===== src/rtl/lin_sup_pkg.sv =====
// Package: status bit positions shared by the supervisor modules and the bench.
package lin_sup_pkg;
    localparam int ST_W     = 4;
    localparam int ST_TXDOM = 0;
    localparam int ST_OC    = 1;
    localparam int ST_OT    = 2;
    localparam int ST_RXS   = 3;
    localparam int LVL_N    = 3;  // level-sensed fault classes (OC, OT, RXS)
endpackage


===== src/rtl/lin_txd_watch.sv =====
// Module: lin_txd_watch
// Counts consecutive clock edges with TXD dominant and emits a one-cycle hit
// on the edge where the count reaches TXD_TO. The count saturates, so a held
// dominant level yields a single hit. Assumes txd_i is already synchronous.
module lin_txd_watch #(
    parameter int TXD_TO = 50_000_000
) (
    input  logic clk,
    input  logic rst_n,
    input  logic txd_i,
    output logic hit_o
);
    localparam int CW = $clog2(TXD_TO + 1);

    logic [CW-1:0] cnt;

    // Hit on the edge that would make the dominant run TXD_TO long.
    assign hit_o = !txd_i && (cnt == CW'(TXD_TO - 1));

    // Dominant-run counter: restarts on recessive, holds at the limit.
    always_ff @(posedge clk) begin
        if (!rst_n)
            cnt <= '0;
        else if (txd_i)
            cnt <= '0;
        else if (cnt != CW'(TXD_TO))
            cnt <= cnt + 1'b1;
    end

    p_cnt_bound_r1: assert property (@(posedge clk) disable iff (!rst_n)
        cnt <= CW'(TXD_TO));
    p_single_hit_r1: assert property (@(posedge clk) disable iff (!rst_n)
        hit_o |=> !hit_o);
endmodule


===== src/rtl/lin_fault_track.sv =====
// Module: lin_fault_track
// Holds the sticky status flags and the per-class shutdown states. It reports
// a combined fault event for interrupt and receive-only handling. Level faults
// raise an event on their rising edge only. Flags clear on a read when their
// condition is absent, and an event in the read cycle wins over the clear.
module lin_fault_track
    import lin_sup_pkg::*;
(
    input  logic             clk,
    input  logic             rst_n,
    input  logic             txd_i,
    input  logic             rxd_i,
    input  logic [LVL_N-1:0] lvl_i,     // [0] OC, [1] OT, [2] RXS
    input  logic             stat_rd_i,
    input  logic             dom_hit_i,
    output logic [ST_W-1:0]  flags_o,
    output logic             shut_o,
    output logic             evt_o
);
    logic [LVL_N-1:0] lvl_q;
    logic             sd_dom, sd_ot, sd_rxs;
    logic             rxd_q;
    logic             rxd_edge;

    assign rxd_edge = rxd_i ^ rxd_q;
    assign evt_o    = dom_hit_i | (|(lvl_i & ~lvl_q));
    assign shut_o   = sd_dom | sd_ot | sd_rxs;

    // Previous samples for edge detection of fault levels and RXD.
    always_ff @(posedge clk) begin
        if (!rst_n) begin
            lvl_q <= '0;
            rxd_q <= 1'b1;
        end else begin
            lvl_q <= lvl_i;
            rxd_q <= rxd_i;
        end
    end

    // Stuck-dominant flag: cleared by a read only while TXD is recessive.
    always_ff @(posedge clk) begin
        if (!rst_n)
            flags_o[ST_TXDOM] <= 1'b0;
        else if (dom_hit_i)
            flags_o[ST_TXDOM] <= 1'b1;
        else if (stat_rd_i && txd_i)
            flags_o[ST_TXDOM] <= 1'b0;
    end

    // Level-sensed flags: set while the fault is present, read-clear otherwise.
    for (genvar k = 0; k < LVL_N; k++) begin : g_lvl
        always_ff @(posedge clk) begin
            if (!rst_n)
                flags_o[k+1] <= 1'b0;
            else if (lvl_i[k])
                flags_o[k+1] <= 1'b1;
            else if (stat_rd_i)
                flags_o[k+1] <= 1'b0;
        end

        p_flag_sticky_r6: assert property (@(posedge clk) disable iff (!rst_n)
            flags_o[k+1] && !stat_rd_i |=> flags_o[k+1]);
    end

    // Shutdown states, each with its own release rule.
    always_ff @(posedge clk) begin
        if (!rst_n) begin
            sd_dom <= 1'b0;
            sd_ot  <= 1'b0;
            sd_rxs <= 1'b0;
        end else begin
            sd_dom <= dom_hit_i | (sd_dom & ~txd_i);
            sd_ot  <= lvl_i[1]  | (sd_ot  & ~txd_i);
            sd_rxs <= lvl_i[2]  | (sd_rxs & ~(rxd_edge & txd_i));
        end
    end

    p_dom_release_r2: assert property (@(posedge clk) disable iff (!rst_n)
        sd_dom && txd_i |=> !sd_dom);
    p_ot_shut_r4: assert property (@(posedge clk) disable iff (!rst_n)
        lvl_i[1] |=> sd_ot && flags_o[ST_OT]);
    p_rxs_shut_r5: assert property (@(posedge clk) disable iff (!rst_n)
        lvl_i[2] |=> sd_rxs && flags_o[ST_RXS]);
endmodule


===== src/rtl/lin_irq_rxo.sv =====
// Module: lin_irq_rxo
// Interrupt request and receive-only bit. A fault event sets the request when
// enabled and always forces receive-only on. A read clears the request. The
// receive-only bit otherwise follows software writes.
module lin_irq_rxo (
    input  logic clk,
    input  logic rst_n,
    input  logic evt_i,
    input  logic stat_rd_i,
    input  logic irq_en_i,
    input  logic rxo_wr_i,
    input  logic rxo_wdata_i,
    output logic irq_o,
    output logic rx_only_o
);
    // Interrupt: set by an enabled event, held until a status read.
    always_ff @(posedge clk) begin
        if (!rst_n)
            irq_o <= 1'b0;
        else if (evt_i && irq_en_i)
            irq_o <= 1'b1;
        else if (stat_rd_i)
            irq_o <= 1'b0;
    end

    // Receive-only: a fault event wins over a software write.
    always_ff @(posedge clk) begin
        if (!rst_n)
            rx_only_o <= 1'b0;
        else if (evt_i)
            rx_only_o <= 1'b1;
        else if (rxo_wr_i)
            rx_only_o <= rxo_wdata_i;
    end

    p_irq_hold_r7: assert property (@(posedge clk) disable iff (!rst_n)
        irq_o && !stat_rd_i |=> irq_o);
    p_rxo_force_r8: assert property (@(posedge clk) disable iff (!rst_n)
        evt_i |=> rx_only_o);
    p_irq_win_r9: assert property (@(posedge clk) disable iff (!rst_n)
        evt_i && irq_en_i && stat_rd_i |=> irq_o);
endmodule


===== src/rtl/lin_tx_supervisor.sv =====
// Module: lin_tx_supervisor (top)
// Joins the dominant-timeout watcher, the fault tracker and the interrupt /
// receive-only control. The driver is enabled only when no shutdown is active
// and receive-only is clear. All inputs are assumed synchronous to clk.
module lin_tx_supervisor
    import lin_sup_pkg::*;
#(
    parameter int TXD_TO = 50_000_000
) (
    input  logic            clk,
    input  logic            rst_n,
    input  logic            txd_i,
    input  logic            rxd_i,
    input  logic            oc_flt_i,
    input  logic            ot_flt_i,
    input  logic            rxs_flt_i,
    input  logic            stat_rd_i,
    input  logic            irq_en_i,
    input  logic            rxo_wr_i,
    input  logic            rxo_wdata_i,
    output logic            tx_en_o,
    output logic [ST_W-1:0] status_o,
    output logic            irq_o,
    output logic            rx_only_o
);
    logic dom_hit, shut, evt;

    lin_txd_watch #(.TXD_TO(TXD_TO)) u_watch (
        .clk   (clk),
        .rst_n (rst_n),
        .txd_i (txd_i),
        .hit_o (dom_hit)
    );

    lin_fault_track u_track (
        .clk       (clk),
        .rst_n     (rst_n),
        .txd_i     (txd_i),
        .rxd_i     (rxd_i),
        .lvl_i     ({rxs_flt_i, ot_flt_i, oc_flt_i}),
        .stat_rd_i (stat_rd_i),
        .dom_hit_i (dom_hit),
        .flags_o   (status_o),
        .shut_o    (shut),
        .evt_o     (evt)
    );

    lin_irq_rxo u_irq (
        .clk         (clk),
        .rst_n       (rst_n),
        .evt_i       (evt),
        .stat_rd_i   (stat_rd_i),
        .irq_en_i    (irq_en_i),
        .rxo_wr_i    (rxo_wr_i),
        .rxo_wdata_i (rxo_wdata_i),
        .irq_o       (irq_o),
        .rx_only_o   (rx_only_o)
    );

    // Driver enable: no active shutdown and not receive-only.
    assign tx_en_o = !shut && !rx_only_o;

    p_rxo_blocks_r8: assert property (@(posedge clk) disable iff (!rst_n)
        $rose(rx_only_o) |-> !tx_en_o);
    p_oc_no_shut_r3: assert property (@(posedge clk) disable iff (!rst_n)
        oc_flt_i && !ot_flt_i && !rxs_flt_i && !dom_hit && !shut && !rx_only_o
        && !evt && !(rxo_wr_i && rxo_wdata_i) |=> tx_en_o);
endmodule


===== config.mk =====
export PLATFORM = sky130hd
export DESIGN_NAME = lin_tx_supervisor
export DESIGN_NICKNAME = d
export VERILOG_FILES = /design/src/rtl/lin_sup_pkg.sv /design/src/rtl/lin_txd_watch.sv /design/src/rtl/lin_fault_track.sv /design/src/rtl/lin_irq_rxo.sv /design/src/rtl/lin_tx_supervisor.sv
export SDC_FILE = /design/constraint.sdc
export NUM_CORES = 1
export LEC_CHECK = 0
export BUFFER_PORTS_ARGS = -buffer_cell sky130_fd_sc_hd__buf_2
export CAP_MARGIN = 30
export CORE_MARGIN = 2
export CORE_UTILIZATION = 45
export CTS_CLUSTER_SIZE = 10
export DETAILED_ROUTE_END_ITERATION = 8
export HOLD_SLACK_MARGIN = 0.05
export PLACE_DENSITY = 0.66
export SLEW_MARGIN = 0
export SYNTH_ARGS = -nofsm -noshare
export SYNTH_HDL_FRONTEND = slang
export SYNTH_HIERARCHICAL = 1
export SYNTH_SLANG_ARGS = --single-unit

===== constraint.sdc =====
create_clock -name clk -period 1.65 [get_ports clk]
set_input_delay 0 -clock clk [delete_from_list [all_inputs] [get_ports clk]]
set_output_delay 0 -clock clk [all_outputs]
set_load 0.05 [all_outputs]

# == Word-level counts from Yosys, hierarchy flattened ==
# Index checks and enable logic that the tools add are counted.
# totals
in_bits,11
wordCells,55
regBits,39
output_inout_bits,7
# classes
mux,9
n_addsub,1
n_eq_ne,2
n_reduce_logical,15
n_bitwise,16
# op_table
cell,count
$add 26x1->26 const B,1
$eq 26x26->1 const B,1
$ne 26x26->1 const B,1
$reduce_bool 2->1,6
$mux 1,9
$or 1x1->1,6
$and 1x1->1,4
$logic_and 1x1->1,4
$and 3x3->3,1
$logic_not 1->1,3
$not 1->1,3
$not 3->3,1
$reduce_or 3->1,1
$reduce_or 2->1,1
$xor 1x1->1,1

# == Longest topological paths before layout ==
# depth
word_depth,6
mapped_depth,8

# == Cells and area by module ==
# The synthesis kept the hierarchy.
# by_module_without_submodules
mod,instances,area_per_inst_um2,cells_each
lin_txd_watch,1,1395.1,160
lin_fault_track,1,396.6,37
lin_irq_rxo,1,76.3,7
lin_tx_supervisor,1,3.8,1

# == Worst setup path before layout ==
# Ideal clock, no wire load.
# synth_path
path_type,register to register
startpoint,register u_watch.cnt[3]
endpoint,register u_irq.irq_o
required_time_ns,1.574
stages_incl_launch_ff,9
path_buffers,1
slack_ns,-0.002
t_arrival_ns,1.576
setup_time_ns,0.076
path_cell_list,dfxtp_1 -> and4_4 -> buf_12 -> nand4_1 -> nor4_1 -> inv_1 -> o2111ai_1 -> nand2_1 -> a21boi_0
# synth_between
elab_chain_cells,5
# synth_lines
element,line,text
from (decl),lin_txd_watch.sv:15,logic [CW-1:0] cnt;
from (signal assigned),lin_txd_watch.sv:27,cnt <= cnt + 1'b1;
$eq 26x26->1 *,lin_txd_watch.sv:18,assign hit_o = !txd_i && (cnt == CW'(TXD_TO - 1));
$logic_and 1x1->1 *,lin_txd_watch.sv:18,
via dom_hit,lin_tx_supervisor.sv:26,"logic dom_hit, shut, evt;"
$or 1x1->1 *,lin_fault_track.sv:26,assign evt_o = dom_hit_i | (|(lvl_i & ~lvl_q));
via evt,lin_tx_supervisor.sv:26,
$logic_and 1x1->1 *,lin_irq_rxo.sv:20,else if (evt_i && irq_en_i)
$mux 1 / $reduce_bool 2->1 (equally long branches),--,
to (signal assigned),lin_irq_rxo.sv:19,irq_o <= 1'b0;
to (signal assigned),lin_irq_rxo.sv:21,irq_o <= 1'b1;
to (signal assigned),lin_irq_rxo.sv:23,irq_o <= 1'b0;
to (decl),lin_irq_rxo.sv:13,"output logic irq_o,"
# Mark *: on every way through the listed nets, which the timed path passes. The rest lies on a longest branch.
# A chain may end at the register's enable or synchronous reset.

# == Final worst setup path ==
# layout_path
startpoint,register u_watch.cnt[11]
endpoint,register u_watch.cnt[0]
# layout_between
elab_chain_cells,1
# layout_lines
element,line,text
$ne 26x26->1,lin_txd_watch.sv:26,else if (cnt != CW'(TXD_TO))
# Every way passes these cells.

==> run_results.csv <==
group,metric,value,unit
critical_path,cp-startpoint,"u_watch/cnt[11]",
floorplanning,initial_core_util,46.8,%
placed_design,port_buffers,17,
final_layout,multiInputGateArea,1070,um2
logic_synthesis,syn_avg_cell_area,9.13,um2
clock_network,clk_pin_slew,0.07,ns
logic_synthesis,ys_ff_latch,39,
logic_synthesis,syn_nets,218,
floorplanning,fp.dieH,68.5,um
final_layout,instances_no_fill,313,
logic_synthesis,ys_warn_count,6,
floorplanning,chipWidth,68.5,um
placed_design,hpwl,3.01,mm
route,wl_per_cell,13.8,um
sta,clock_skew,0.00798,ns
sta,relSlewSlack,68.5,%
final_layout,drive_above_1_share,30.4,%
route,vias_per_cell,5.36,
hold_path,holdPathEnd,"u_irq/rx_only_o",
critical_path,path_class,"reg -> reg",
critical_path,cp_data_required_time,1.83,ns
run,drv_cap,0,
clock_network,clockBufferDepth,2,
floorplanning,io_pins,18,
sta,period_minus_slack,1.63,ns
global_routing,grt_usage,20.8,%
route,wl,4.32,mm
logic_synthesis,synth_cell_types,43,
power,p_total,1740,uW
logic_synthesis,synth.area.top_cells,"dfxtp_1, xor2_1, nor2_1, o31ai_1, nand2_1",
hold_path,holdPathStages,3,
power,powerDensity,715,nW/um2
logic_synthesis,ys_seq_area_share,41.7,%
global_routing,antenna_found_initial,0,
global_routing,grt.overflow.total,0,
floorplanning,fp-row-count,23,
hold_path,holdCritPathClass,"in -> reg",
clock_network,cts_tree,"yes",
route,dr_total_vias,1678,
critical_path,cp-start-kind,"register",
critical_path,r2r_setup_slack,0.02,ns
clock_network,cts_buffers,5,
global_routing,grt_pass1_wl,7.11,mm
route,drt-initial-drc-count,58,
clock_network,numClockSinks,39,
outcome,status,"complete, no violations",
sta,setup_viol,0,
final_layout,ff_latch_area,786,um2
logic_synthesis,synthArstFlopShare,0,%
logic_synthesis,synth-edff-count,0,
route,antenna_left,0,
hold_path,hold_start,"rxo_wr_i",
floorplanning,core_area,4000,um2
logic_synthesis,ys.flop_type,"dfxtp_1",
critical_path,reg2regPathDepth,5,
route,route.detailed.drc,0,
global_routing,grt_pass1_vias,1581,
sta,finalCritPeriodShare,98.6,%
clock_network,root_buffer,"clkbuf_8",
logic_synthesis,syn_area,1870,um2
logic_synthesis,syn-instance-count,205,
power,ir_drop,0.448,mV
final_layout,num_antenna_cells,0,
sta,fmax,614,MHz
placed_design,gp_congestion,0.800,
placed_design,placed_cells,294,
global_routing,grt_max_degree,15,
final_layout,fillers,371,
final_layout,nets,275,
logic_synthesis,yosysTopAreaCellShare,41.7,%
critical_path,timing.critical_path.fanout_max,3,
critical_path,reg2reg_to,"u_watch/cnt[0]",
clock_network,insertion_delay,0.30,ns
critical_path,r2r_start,"u_watch/cnt[11]",
sta,grt_setup_unrepaired,"true",
final_layout,syn2layout_area_growth,30.2,%
sta,hold_viol,0,
critical_path,critPathCaptureType,"register",
route,dr.pass1.iters,4,
sta,worst_slew_pin_slew,0.473,ns
floorplanning,die_area,4690,um2
power,p_leak,0.000952,uW
critical_path,arrival,1.81,ns
sta,slew_viol_final,0,
clock_network,h-tree-depth,2,
logic_synthesis,synth_area_leader_cell,"dfxtp_1",
cells by family after synthesis:
family,synth area share (%)
simple gates,32.5
flops,41.7
fa+ha+maj,1.34
xor+xnor,5.61
compound gates,13.1
buf+inv,4.01
mux,1.74
stage by stage:
step	cell area [um2]	setup WS (ns)	hold WS, ns	TNS, ns	util [%]
4_1_cts	2390	0.000939	0.0586	0	59.7
2_1_floorplan	1880	0.0237	0.0964	0	-
6_report	2440	0.0226	0.0758	0	60.9
5_1_grt	2440	-0.0840	0.0725	-0.298	60.9
3_5_place_dp	2190	-0.0426	0.209	-0.0426	54.9
3_3_place_gp	2190	0.0658	0.208	0	54.9
how the worst max path moves through the flow:
| stage | to | cells after the start | slack, ns |
|---|---|---|---|
| detailed placement | u_irq/irq_o | 7 | -0.04 |
| CTS | u_watch/cnt[0] | 4 | 0.0009 |
| global route | u_watch/cnt[1] | 6 | -0.08 |
| floorplan | u_irq/irq_o | 8 | 0.02 |
| global placement | u_watch/cnt[24] | 4 | 0.07 |
| finish | u_watch/cnt[0] | 5 | 0.02 |
cells in the final DEF (no fill, tap or decap), types with 4 or more instances in the layout:
cell type	count
nor2_1	17
xor2_1	10
and2_1	5
o21a_1	5
or4_1	7
dlygate4sd3_1	8
o21ai_0	4
dfxtp_2	4
o31ai_1	8
nand4_1	9
nand3_1	7
clkbuf_8	5
inv_1	5
dfxtp_1	35
nor2b_1	4
nand2_1	14
a21oi_1	11
or3_1	5
buf_4	32
nand2b_1	6
buf_2	17
critical path: stages, from the launching register on:
cell and delay [ns]:
dfxtp_2 0.34, nor4_2 0.29, nand3b_1 0.20, buf_4 0.19, nor4_4 0.17, mux2_4 0.32
metal layers:
| metal | GRT usage [%] | part of all wire [%] | up-vias |
|---|---|---|---|
| li1 | - | - | 860 |
| met1 | 24.8 | 46 | 784 |
| met2 | 34.9 | 48 | 27 |
| met3 | 6.49 | 4.4 | 7 |
| met4 | 7.50 | 1.4 | 0 |
| met5 | 0 | 0 | - |
cell type report:
type	count	share of cell area (%)
multi-input cells	153	44.0
repair buffers	58	17.1
well taps	50	2.57
inverters	5	0.770
clock buffers	7	3.13
clock inverters	1	0.205
flip-flops and latches	39	32.2
flip-flops by register name, summed over array words and instances (netlist names):
name             count
u_track/flags_o      4
u_watch/cnt         26
u_track/rxd_q        1
u_track/sd_ot        1
u_irq/rx_only_o      1
u_irq/irq_o          1
u_track/sd_rxs       1
u_track/sd_dom       1
u_track/lvl_q        3
cell usage after synthesis, types with 2 or more instances:
| cell type | count |
|---|---|
| o31ai_1 | 8 |
| a21boi_1 | 2 |
| o21a_1 | 5 |
| and2_1 | 5 |
| o21ai_0 | 4 |
| mux2_1 | 2 |
| or3_1 | 5 |
| nand4_1 | 9 |
| inv_1 | 5 |
| buf_2 | 2 |
| or4_1 | 7 |
| nand3b_1 | 2 |
| nand2b_1 | 6 |
| nor2_1 | 17 |
| clkbuf_1 | 3 |
| nand2_1 | 15 |
| nor2b_1 | 4 |
| xnor2_1 | 2 |
| and3_2 | 3 |
| or2b_1 | 2 |
| nor4_1 | 4 |
| and4_4 | 2 |
| xor2_1 | 10 |
| dfxtp_1 | 39 |
| a21boi_0 | 2 |
| a21oi_1 | 11 |
| nand3_1 | 9 |
| buf_4 | 2 |
| ha_1 | 2 |
| and4_1 | 3 |
power by group:
group | internal (uW) | switching, uW
logic | 61.2 | 90.5
registers | 961 | 11.4
clock network | 296 | 323
repair_timing:
action / 4_1_cts / 5_1_grt
pin swaps: 2 / 5
hold endpoints to repair: 10 / 1
setup endpoints to repair: 1 / 8
hold buffers: 7 / 1
gates resized for setup: 4 / 11
buffers inserted: 2 / 1
cloned: 0 / 0
(Power assumes the default switching activity.)
